[config.mk]
export PLATFORM = sky130hd
export DESIGN_NAME = burst_latency_ctrl
export DESIGN_NICKNAME = d
export VERILOG_FILES = /design/src/rtl/burst_seq_pkg.sv /design/src/rtl/burst_cfg_reg.sv /design/src/rtl/burst_seq_ctrl.sv /design/src/rtl/burst_seq_dpath.sv /design/src/rtl/burst_latency_ctrl.sv
export SDC_FILE = /design/constraint.sdc
export NUM_CORES = 1
export LEC_CHECK = 0
export BUFFER_PORTS_ARGS = -buffer_cell sky130_fd_sc_hd__buf_2
export CAP_MARGIN = 25
export CORE_ASPECT_RATIO = 0.6
export CORE_MARGIN = 2
export CORE_UTILIZATION = 45
export DETAILED_ROUTE_END_ITERATION = 10
export PLACE_DENSITY = 0.73
export SLEW_MARGIN = 20
export SYNTH_ARGS = -nofsm -noshare
export SYNTH_HDL_FRONTEND = slang
export SYNTH_SLANG_ARGS = --single-unit
[constraint.sdc]
create_clock -name clk -period 1.78 [get_ports clk]
set_input_delay 0.267 -clock clk [delete_from_list [all_inputs] [get_ports clk]]
set_output_delay 0.267 -clock clk [all_outputs]
set_load 0.05 [all_outputs]
[src/rtl/burst_seq_pkg.sv]
package burst_seq_pkg;

  // configuration field positions (decoded by the sequencer)
  localparam int WAIT_MSB   = 14;
  localparam int WAIT_LSB   = 11;
  localparam int WFLD_W     = WAIT_MSB - WAIT_LSB + 1;
  localparam int POL_BIT    = 10;
  localparam int LEAD_BIT   = 8;
  localparam int BL_MSB     = 2;
  localparam int BL_LSB     = 0;

  localparam int WAIT_MIN   = 3;
  localparam int WAIT_MAX   = 13;

  localparam logic [15:0] CFG_RESET = 16'h5500;

  // smallest wrap block is 2**WRAP_LOG_BASE words
  localparam int WRAP_LOG_BASE = 3;
  localparam int NUM_WRAP      = 3;

  typedef enum logic [1:0] {
    SEQ_IDLE,
    SEQ_WAIT,
    SEQ_DATA
  } seqState_e;

  typedef enum logic [1:0] {
    WRAP_NONE,
    WRAP_8,
    WRAP_16,
    WRAP_32
  } wrapSel_e;

  // strobes from the controller to the datapath
  typedef struct packed {
    logic loadAddr;
    logic stepAddr;
    logic showData;
    logic readyLead;
  } seqStrobe_t;

endpackage

[src/rtl/burst_cfg_reg.sv]
module burst_cfg_reg
  import burst_seq_pkg::*;
#(
  parameter int CFG_W = 16,
  parameter int CNT_W = 4
) (
  input  logic             clk,
  input  logic             rstN,
  input  logic             wrEn,
  input  logic [CFG_W-1:0] wrData,
  output logic [CNT_W-1:0] waitCycles,
  output logic             rdyPol,
  output logic             rdyLead,
  output wrapSel_e         wrapSel
);

  logic [WFLD_W-1:0]      waitField;
  logic                   polBit;
  logic                   leadBit;
  logic [BL_MSB-BL_LSB:0] blCode;
  logic                   cfgUnused;

  // only the decoded fields are kept as flops
  always_ff @(posedge clk or negedge rstN) begin
    if (!rstN) begin
      waitField <= CFG_RESET[WAIT_MSB:WAIT_LSB];
      polBit    <= CFG_RESET[POL_BIT];
      leadBit   <= CFG_RESET[LEAD_BIT];
      blCode    <= CFG_RESET[BL_MSB:BL_LSB];
    end else if (wrEn) begin
      waitField <= wrData[WAIT_MSB:WAIT_LSB];
      polBit    <= wrData[POL_BIT];
      leadBit   <= wrData[LEAD_BIT];
      blCode    <= wrData[BL_MSB:BL_LSB];
    end
  end

  assign cfgUnused = ^{wrData[CFG_W-1:WAIT_MSB+1], wrData[POL_BIT-1:LEAD_BIT+1],
                       wrData[LEAD_BIT-1:BL_MSB+1]};

  // latency decode with clamp at the top of the range
  always_comb begin
    if (waitField > WFLD_W'(WAIT_MAX - WAIT_MIN))
      waitCycles = CNT_W'(WAIT_MAX);
    else
      waitCycles = CNT_W'(waitField) + CNT_W'(WAIT_MIN);
  end

  always_comb begin
    case (blCode)
      3'b010:  wrapSel = WRAP_8;
      3'b011:  wrapSel = WRAP_16;
      3'b100:  wrapSel = WRAP_32;
      default: wrapSel = WRAP_NONE;
    endcase
  end

  assign rdyPol  = polBit;
  assign rdyLead = leadBit;

endmodule

[src/rtl/burst_seq_ctrl.sv]
module burst_seq_ctrl
  import burst_seq_pkg::*;
#(
  parameter int CNT_W = 4
) (
  input  logic             clk,
  input  logic             rstN,
  input  logic             ceN,
  input  logic             advN,
  input  logic [CNT_W-1:0] waitCycles,
  output seqStrobe_t       strobe
);

  seqState_e        state, stateNext;
  logic [CNT_W-1:0] waitCnt, waitCntNext;
  logic             capture;
  logic             lastWait;

  assign capture  = !ceN && !advN;
  assign lastWait = (state == SEQ_WAIT) && (waitCnt == '0);

  always_comb begin
    stateNext   = state;
    waitCntNext = waitCnt;
    if (ceN) begin
      stateNext   = SEQ_IDLE;
      waitCntNext = '0;
    end else if (!advN) begin
      stateNext   = SEQ_WAIT;
      waitCntNext = waitCycles - CNT_W'(1);
    end else begin
      case (state)
        SEQ_WAIT: begin
          if (waitCnt == '0) stateNext   = SEQ_DATA;
          else               waitCntNext = waitCnt - CNT_W'(1);
        end
        default: ;
      endcase
    end
  end

  always_ff @(posedge clk or negedge rstN) begin
    if (!rstN) begin
      state   <= SEQ_IDLE;
      waitCnt <= '0;
    end else begin
      state   <= stateNext;
      waitCnt <= waitCntNext;
    end
  end

  always_comb begin
    strobe.loadAddr  = capture;
    strobe.stepAddr  = !ceN && advN && (state == SEQ_DATA);
    strobe.showData  = !ceN && (state == SEQ_DATA);
    // next cycle carries a word
    strobe.readyLead = !ceN && advN && (lastWait || (state == SEQ_DATA));
  end

endmodule

[src/rtl/burst_seq_dpath.sv]
module burst_seq_dpath
  import burst_seq_pkg::*;
#(
  parameter int                ADDR_W   = 16,
  parameter int                DATA_W   = 16,
  parameter logic [DATA_W-1:0] MEM_SEED = 16'h5A3C
) (
  input  logic              clk,
  input  logic              rstN,
  input  seqStrobe_t        strobe,
  input  logic [ADDR_W-1:0] addrIn,
  input  wrapSel_e          wrapSel,
  input  logic              rdyPol,
  input  logic              rdyLead,
  output logic [DATA_W-1:0] dataOut,
  output logic              dataValid,
  output logic              rdy
);

  logic [ADDR_W-1:0] curAddr;
  logic [ADDR_W-1:0] linNext;
  logic [ADDR_W-1:0] nextAddr;
  logic [ADDR_W-1:0] wrapNext [NUM_WRAP];
  wrapSel_e          wrapLatched;
  logic              rdyActive;

  assign linNext = curAddr + ADDR_W'(1);

  for (genvar g = 0; g < NUM_WRAP; g++) begin : gWrap
    localparam logic [ADDR_W-1:0] BLK_MASK = ADDR_W'((1 << (WRAP_LOG_BASE + g)) - 1);
    assign wrapNext[g] = (curAddr & ~BLK_MASK) | (linNext & BLK_MASK);
  end

  always_comb begin
    case (wrapLatched)
      WRAP_8:  nextAddr = wrapNext[0];
      WRAP_16: nextAddr = wrapNext[1];
      WRAP_32: nextAddr = wrapNext[2];
      default: nextAddr = linNext;
    endcase
  end

  always_ff @(posedge clk or negedge rstN) begin
    if (!rstN) begin
      curAddr     <= '0;
      wrapLatched <= WRAP_NONE;
    end else if (strobe.loadAddr) begin
      curAddr     <= addrIn;
      wrapLatched <= wrapSel;
    end else if (strobe.stepAddr) begin
      curAddr     <= nextAddr;
    end
  end

  // array model: address spread over the word, scrambled by a seed
  function automatic logic [DATA_W-1:0] memWord(input logic [ADDR_W-1:0] a);
    logic [DATA_W-1:0] w;
    for (int i = 0; i < DATA_W; i++) w[i] = a[i % ADDR_W];
    return w ^ MEM_SEED;
  endfunction

  assign dataValid = strobe.showData;
  assign dataOut   = strobe.showData ? memWord(curAddr) : '0;
  assign rdyActive = rdyLead ? strobe.readyLead : strobe.showData;
  assign rdy       = rdyPol ? rdyActive : !rdyActive;

endmodule

[src/rtl/burst_latency_ctrl.sv]
module burst_latency_ctrl
  import burst_seq_pkg::*;
#(
  parameter int                ADDR_W   = 16,
  parameter int                DATA_W   = 16,
  parameter int                CFG_W    = 16,
  parameter int                CNT_W    = 4,
  parameter logic [DATA_W-1:0] MEM_SEED = 16'h5A3C
) (
  input  logic              clk,
  input  logic              rstN,
  input  logic              cfgWrEn,
  input  logic [CFG_W-1:0]  cfgWrData,
  input  logic              ceN,
  input  logic              advN,
  input  logic [ADDR_W-1:0] addrIn,
  output logic [DATA_W-1:0] dataOut,
  output logic              dataValid,
  output logic              rdy
);

  logic [CNT_W-1:0] cfgWaitCycles;
  logic             cfgRdyPol;
  logic             cfgRdyLead;
  wrapSel_e         cfgWrapSel;
  seqStrobe_t       seqStrobe;

  burst_cfg_reg #(.CFG_W(CFG_W), .CNT_W(CNT_W)) cfg_i (
    .clk       (clk),
    .rstN      (rstN),
    .wrEn      (cfgWrEn),
    .wrData    (cfgWrData),
    .waitCycles(cfgWaitCycles),
    .rdyPol    (cfgRdyPol),
    .rdyLead   (cfgRdyLead),
    .wrapSel   (cfgWrapSel)
  );

  burst_seq_ctrl #(.CNT_W(CNT_W)) ctrl_i (
    .clk       (clk),
    .rstN      (rstN),
    .ceN       (ceN),
    .advN      (advN),
    .waitCycles(cfgWaitCycles),
    .strobe    (seqStrobe)
  );

  burst_seq_dpath #(.ADDR_W(ADDR_W), .DATA_W(DATA_W), .MEM_SEED(MEM_SEED)) dpath_i (
    .clk      (clk),
    .rstN     (rstN),
    .strobe   (seqStrobe),
    .addrIn   (addrIn),
    .wrapSel  (cfgWrapSel),
    .rdyPol   (cfgRdyPol),
    .rdyLead  (cfgRdyLead),
    .dataOut  (dataOut),
    .dataValid(dataValid),
    .rdy      (rdy)
  );

endmodule

==> flow_metrics.py, run 1 <==
metrics = {
    "routing": {
        "vias_per_cell": 5.23,
        "routed_wirelength_mm": 5.46,
        "drcViolationCount": 0,
        "first_iter_violations": 97,
        "ant_nets": 0,
        "vias": 1808,
        "first_pass_iters": 4,
        "wl_per_cell_um": 15.8,
    },
    "logic_synthesis": {
        "synth_top_flop_cell": "dfrtp_1",
        "yosysMostFrequentCell": "nand2_1",
        "ys_ff_latch": 33,
        "synth_cell_type_count": 43,
        "syn_inst": 209,
        "synthArstFlopShare_pct": 100,
        "yosysSeqAreaShare_pct": 43.7,
        "synth_edf_count": 0,
        "avgSynthCellArea_um2": 9.09,
        "synth_common_cells": "nand2_1 (30), dfrtp_1 (29), nor2_1 (21)",
        "synth_top_area_cell": "dfrtp_1",
        "syn-num-nets": 249,
        "synth_area_um2": 1900,
        "netlist.area_leader.share_pct": 38.2,
        "synthTopCellsByArea": "dfrtp_1 (38%), nand2_1 (5.9%), dfstp_2 (5.5%)",
        "yosysWarnings": 0,
    },
    "grt": {
        "grt_pass1_wl_mm": 7.89,
        "grt_pass1_vias": 1639,
        "grt_util_all_layers_pct": 22.5,
        "grt_antenna_before_repair": 0,
        "grt_max_degree": 34,
        "grt_overflow": 0,
    },
    "sta": {
        "period_needed_ns": 2.01,
        "max_freq_mhz": 497,
        "min_period_over_period_pct": 113,
        "rsz0062_at_grt": "true",
        "finalMaxSlewViolations": 0,
        "final-setup-viol-count": 24,
        "fin_skew_ns": 0.0123,
        "hold_slack_ns": 0.0365,
        "tightestPinTransition_ns": 0.744,
        "layout_setup_ws_ns": -0.231,
        "max_slew_margin_pct": 50.4,
        "final-hold-violation-count": 0,
        "setup_tns_ns": -2.10,
    },
    "floorplan": {
        "dieHeight_um": 54.3,
        "rows": 18,
        "initial_core_util_pct": 46.6,
        "die_area_um2": 4770,
        "die_w_um": 87.9,
        "core_um2": 4080,
        "pin_count": 55,
    },
    "layout": {
        "diodes": 0,
        "nets": 325,
        "fillers": 287,
        "area_growth_pct": 51.8,
        "drive_gt1_share_pct": 46.5,
    },
    "setup_path": {
        "worstPathMaxFanout": 2,
        "cp_data_arrival_time_ns": 1.74,
        "rrSetupSlack_ns": -0.10,
        "crit_path_top_delay_cell": "dfrtp_1",
        "end_kind": "primary output",
        "path_class": "flop to primary output",
        "r2r_start": "ctrl_i.state[1]",
        "max_stage_delay_ns": 0.41,
        "crit_path_cell_trace": "nor4_4 -> nand2_1 -> nor3_2 -> o22ai_2 -> xor2_2 -> buf_6",
        "critPathLaunchType": "flop",
        "reg2reg_to": "dpath_i.curAddr[7]",
        "crit_required_ns": 1.51,
        "r2r_cells": 7,
    },
    "cts": {
        "tritoncts": "done",
        "h-tree-depth": 2,
        "insertion_delay_ns": 0.30,
        "root_buffer": "clkbuf_8",
        "clk_path_buf_depth": 2,
        "cts_inserted_buffers": 5,
        "clk_pin_slew_ns": 0.06,
        "cts_sinks": 33,
    },
    "outcome": {
        "violations": "negative setup slack",
        "run_status": "complete, but fails checks",
    },
    "hold_path": {
        "min_path_type": "input pin to async pin",
    },
    "placement": {
        "gp_congestion": 0.871,
        "io_buffers": 47,
        "hpwl_mm": 3.26,
    },
    "power_and_ir_drop": {
        "power.density_nw_per_um2": 741,
        "power_leakage_nw": 1.26,
        "peakVddDrop_mv": 0.506,
    },
    "flow_run": {
        "drv_cap": 0,
    },
}
## worst max-delay path, delay by kind of cell (launching register included)
family / cells / cell delay [ns]
AO/OA/AOI/OAI: 1 / 0.10
XOR/XNOR: 1 / 0.16
buffers and inverters: 1 / 0.18
flip-flops: 1 / 0.41
AND/OR/NAND/NOR: 3 / 0.61
## stage by stage
step	cell area [µm²]	utilization [%]	worst slack, ns	total power, mW	cells
after global routing	2880	70.7	-0.333	2.25	346
after detailed placement	2330	57.3	0.000558	1.40	325
after CTS	2730	67.0	-0.201	2.05	339
after floorplan	1920	-	-0.167	1.22	209
after global placement	2330	57.3	-0.00191	1.39	325
final	2880	70.7	-0.231	2.14	346
## cells in the final DEF (no fill, tap or decap), types with 7 or more instances in the layout
master,Yosys,routed
buf_2,2,29
buf_4,0,19
dfrtp_1,29,28
a21oi_1,8,7
and2_4,0,8
nor2_1,21,11
xor2_1,8,7
buf_6,0,16
nor2_4,0,10
xnor2_1,11,11
nand2_1,30,30
buf_8,0,11
o21ai_0,12,11
## timing repair
action | 4_1_cts | 5_1_grt
setup buffers | 5 | 7
hold buffers | 0 | 0
pin swaps | 8 | 13
cloned | 1 | 0
gates resized for setup | 80 | 24
setup endpoints to repair | 19 | 30
## state kept, by name (all words and copies together) (netlist names)
name / count
cfg_i.rdyPol: 1
dpath_i.curAddr: 16
dpath_i.wrapLatched: 2
ctrl_i.waitCnt: 4
ctrl_i.state: 2
cfg_i.rdyLead: 1
cfg_i.blCode: 3
cfg_i.waitField: 4
## power by group
part | internal [mW] | switching, mW | total, mW
clock network | 0.315 | 0.272 | 0.588
registers | 0.851 | 0.128 | 0.979
logic | 0.295 | 0.276 | 0.571
total | 1.46 | 0.676 | 2.14
## worst max path at each step
stage,start,end,cells after the start
after floorplan,ctrl_i.state[0],dataOut[11],3
after global placement,ctrl_i.waitCnt[2],rdy,6
after detailed placement,ctrl_i.waitCnt[2],rdy,6
after CTS,ctrl_i.waitCnt[3],rdy,6
after global routing,ctrl_i.waitCnt[2],rdy,6
final,ctrl_i.waitCnt[2],rdy,6
## final cells by class
| cell class | count | area (µm²) | area share (%) |
|---|---|---|---|
| clock buffers | 8 | 90.1 | 3.13 |
| inverters | 7 | 28.8 | 0.998 |
| multi-input cells | 161 | 1180 | 41.1 |
| flip-flops and latches | 33 | 832 | 28.9 |
| well taps | 60 | 75.1 | 2.60 |
| repair buffers | 77 | 673 | 23.4 |
## metal layers
metal / routed length, µm / global-route usage, % / part of all wire [%] / up-vias
met5: 0 / 0 / 0 / -
met1: 2570 / 32.9 / 47 / 866
met3: 286 / 4.68 / 5.2 / 12
met4: 90 / 9.23 / 1.6 / 0
met2: 2520 / 32.3 / 46 / 56
li1: - / - / - / 874
## cell families after synthesis
group                    after synthesis  share of synthesized area (%)
AND/OR/NAND/NOR                       91                           24.8
XOR/XNOR                              19                           8.76
adder cells (fa/ha/maj)                3                           1.98
flip-flops                            33                           43.7
AO/OA/AOI/OAI                         42                           14.0
buffers and inverters                 15                           3.10
multiplexers                           6                           3.56
(Power assumes the default switching activity.)
==> inputs of run 2 (changes only) <==
- CTS_BUF_LIST: unset -> sky130_fd_sc_hd__clkbuf_4
==> run 2 against run 1 <==
Effect of this change: the run still ends with negative setup slack left; fmax is 2.8% lower; die area stayed put; design area is 1.2% higher; total power is 6.1% lower; clock skew is 0.0085 ns higher; sequential cell count stayed put; first-iteration DRC count is 80% higher; combinational power is 3% higher; final cell count is 0.87% higher; non-clock buffer count is 3 higher; critical path type unchanged; critical endpoint unchanged; largest cell class unchanged; largest power group unchanged.
==> flow_metrics.py, run 2 (same netlist as run 1, synthesis figures left out) <==
metrics = {
    "placement": {
        "placed_cells": 325,
        "gp_congestion": 0.871,
        "hpwl_mm": 3.26,
        "io_buffers": 47,
    },
    "floorplan": {
        "dieHeight_um": 54.3,
        "pin_count": 55,
        "core_um2": 4080,
        "die_area_um2": 4770,
        "die_w_um": 87.9,
        "rows": 18,
        "initial_core_util_pct": 46.6,
    },
    "layout": {
        "diodes": 0,
        "final_cells": 349,
        "layout_commonest_cell": "nand2_1",
        "drive_gt1_share_pct": 49.5,
        "regArea_um2": 832,
        "nets": 328,
        "top_register": "dpath_i.curAddr",
        "largest_reg_flops": 16,
        "most-common-layout-cells": "nand2_1 (30), buf_2 (29), dfrtp_1 (28), buf_4 (20), buf_6 (15)",
        "multi_input_area_um2": 1210,
        "area_growth_pct": 53.6,
        "largestRegisters": "dpath_i.curAddr: 16 flops, cfg_i.waitField: 4 flops, ctrl_i.waitCnt: 4 flops",
        "fillers": 279,
    },
    "routing": {
        "routed_wirelength_mm": 5.65,
        "ant_nets": 0,
        "vias": 1823,
        "vias_per_cell": 5.22,
        "drcViolationCount": 0,
        "first_iter_violations": 175,
        "first_pass_iters": 4,
        "wl_per_cell_um": 16.2,
    },
    "cts": {
        "clk_pin_slew_ns": 0.11,
        "tritoncts": "done",
        "clk_path_buf_depth": 2,
        "root_buffer": "clkbuf_4",
        "cts_sinks": 33,
        "insertion_delay_ns": 0.34,
        "h-tree-depth": 2,
        "cts_inserted_buffers": 5,
    },
    "power_and_ir_drop": {
        "power.density_nw_per_um2": 688,
        "peakVddDrop_mv": 0.452,
        "power_leakage_nw": 1.27,
    },
    "outcome": {
        "run_status": "complete, but fails checks",
        "violations": "negative setup slack",
    },
    "flow_run": {
        "drv_cap": 0,
    },
    "sta": {
        "finalMaxSlewViolations": 0,
        "min_period_over_period_pct": 116,
        "final-setup-viol-count": 25,
        "final-hold-violation-count": 0,
        "fin_skew_ns": 0.0208,
        "max_freq_mhz": 483,
        "setup_tns_ns": -2.82,
        "rsz0062_at_grt": "true",
        "max_slew_margin_pct": 49.3,
        "tightestPinTransition_ns": 0.761,
        "period_needed_ns": 2.07,
        "layout_setup_ws_ns": -0.289,
    },
    "setup_path": {
        "path_class": "flop to primary output",
        "cp_data_arrival_time_ns": 1.80,
        "r2r_cells": 7,
        "critPathLaunchType": "flop",
        "end_kind": "primary output",
        "crit_path_top_delay_cell": "dfrtp_1",
        "worstPathMaxFanout": 2,
        "path_depth": 6,
        "max_stage_delay_ns": 0.43,
        "crit_required_ns": 1.51,
        "crit_family": "simple AND/OR/NAND/NOR gates",
        "crit_path_cell_trace": "nor4_4 -> nand2_1 -> nor3_2 -> o22ai_2 -> xor2_2 -> buf_6",
        "cp_num_buf_inv": 1,
    },
    "hold_path": {
        "min_path_type": "input pin to flop",
        "min_path_cells": 3,
    },
    "grt": {
        "grt_antenna_before_repair": 0,
        "grt_pass1_wl_mm": 7.98,
        "grt_pass1_vias": 1627,
        "grt_overflow": 0,
        "grt_max_degree": 34,
        "grt_util_all_layers_pct": 23.0,
    },
}
==> run 2: cell types whose count changed in the layout (fill, tap and decap cells not counted), moves of 2 or more <==
cell and delta:
clkbuf_8 -6, clkbuf_4 +7, buf_8 +2, nor3_2 +3, clkbuf_1 -2, nor3_1 -3
==> run 2: area by class of cell <==
cell class                      count  area share, %
Timing Repair Buffer               80           24.3
Sequential cell                    33           28.5
Inverter                            7          0.987
Tap cell                           60           2.57
Multi-Input combinational cell    161           41.7
Clock buffer                        7           1.80
Clock inverter                      1          0.129
==> run 2: worst register-to-register path, cell delays in order (launching register included) <==
cell	delay [ns]
dfrtp_1	0.39
or3b_4	0.47
buf_6	0.16
nor4b_4	0.21
buf_6	0.17
buf_6	0.11
nor3_2	0.03
a311oi_1	0.27
==> run 2: final timing paths <==
| kind | end | start | slack (ns) |
|---|---|---|---|
| max | rdy | ctrl_i.waitCnt[1] | -0.29 |
| max reg2reg | dpath_i.curAddr[7] | ctrl_i.state[1] | -0.11 |
| min | dpath_i.curAddr[15] | addrIn[15] | 0.12 |
| min reg2reg | dpath_i.wrapLatched[0] | cfg_i.blCode[0] | 0.54 |
| min in group asynchronous | dpath_i.curAddr[14] | rstN | 0.52 |
| max in group asynchronous | cfg_i.waitField[0] | rstN | 0.70 |
==> run 2: metrics by stage <==
step	worst slack (ns)	power (mW)	hold WS (ns)	area, µm²	utilization [%]
6_report	-0.289	2.01	0.115	2920	71.5
5_1_grt	-0.388	2.12	0.0871	2920	71.5
4_1_cts	-0.258	1.91	0.113	2720	66.7
3_5_place_dp	0.000558	1.40	0.369	2330	57.3
3_3_place_gp	-0.00191	1.39	0.368	2330	57.3
2_1_floorplan	-0.167	1.22	-0.0286	1920	-
==> run 2: power breakdown <==
part / total, mW / switching [mW] / internal, mW / leakage (nW)
sequential: 0.983 / 0.133 / 0.850 / 0.396
combinational: 0.587 / 0.284 / 0.303 / 0.839
clock: 0.436 / 0.254 / 0.182 / 0.0338
total: 2.01 / 0.671 / 1.34 / 1.27
==> run 2: routing by layer <==
metal | vias to the layer above | GRT usage (%) | routed length [µm]
li1 | 878 | - | -
met1 | 872 | 33.9 | 2590
met2 | 71 | 31.8 | 2680
met3 | 2 | 6.33 | 367
met4 | 0 | 8.72 | 8
met5 | - | 0 | 0
==> run 2: timing repair <==
item	in CTS	in global routing
gates resized for setup	83	32
buffers inserted	5	9
pin swaps	7	11
hold endpoints to repair	23	0
setup endpoints to repair	20	33
hold buffers	1	0
cloned	1	0
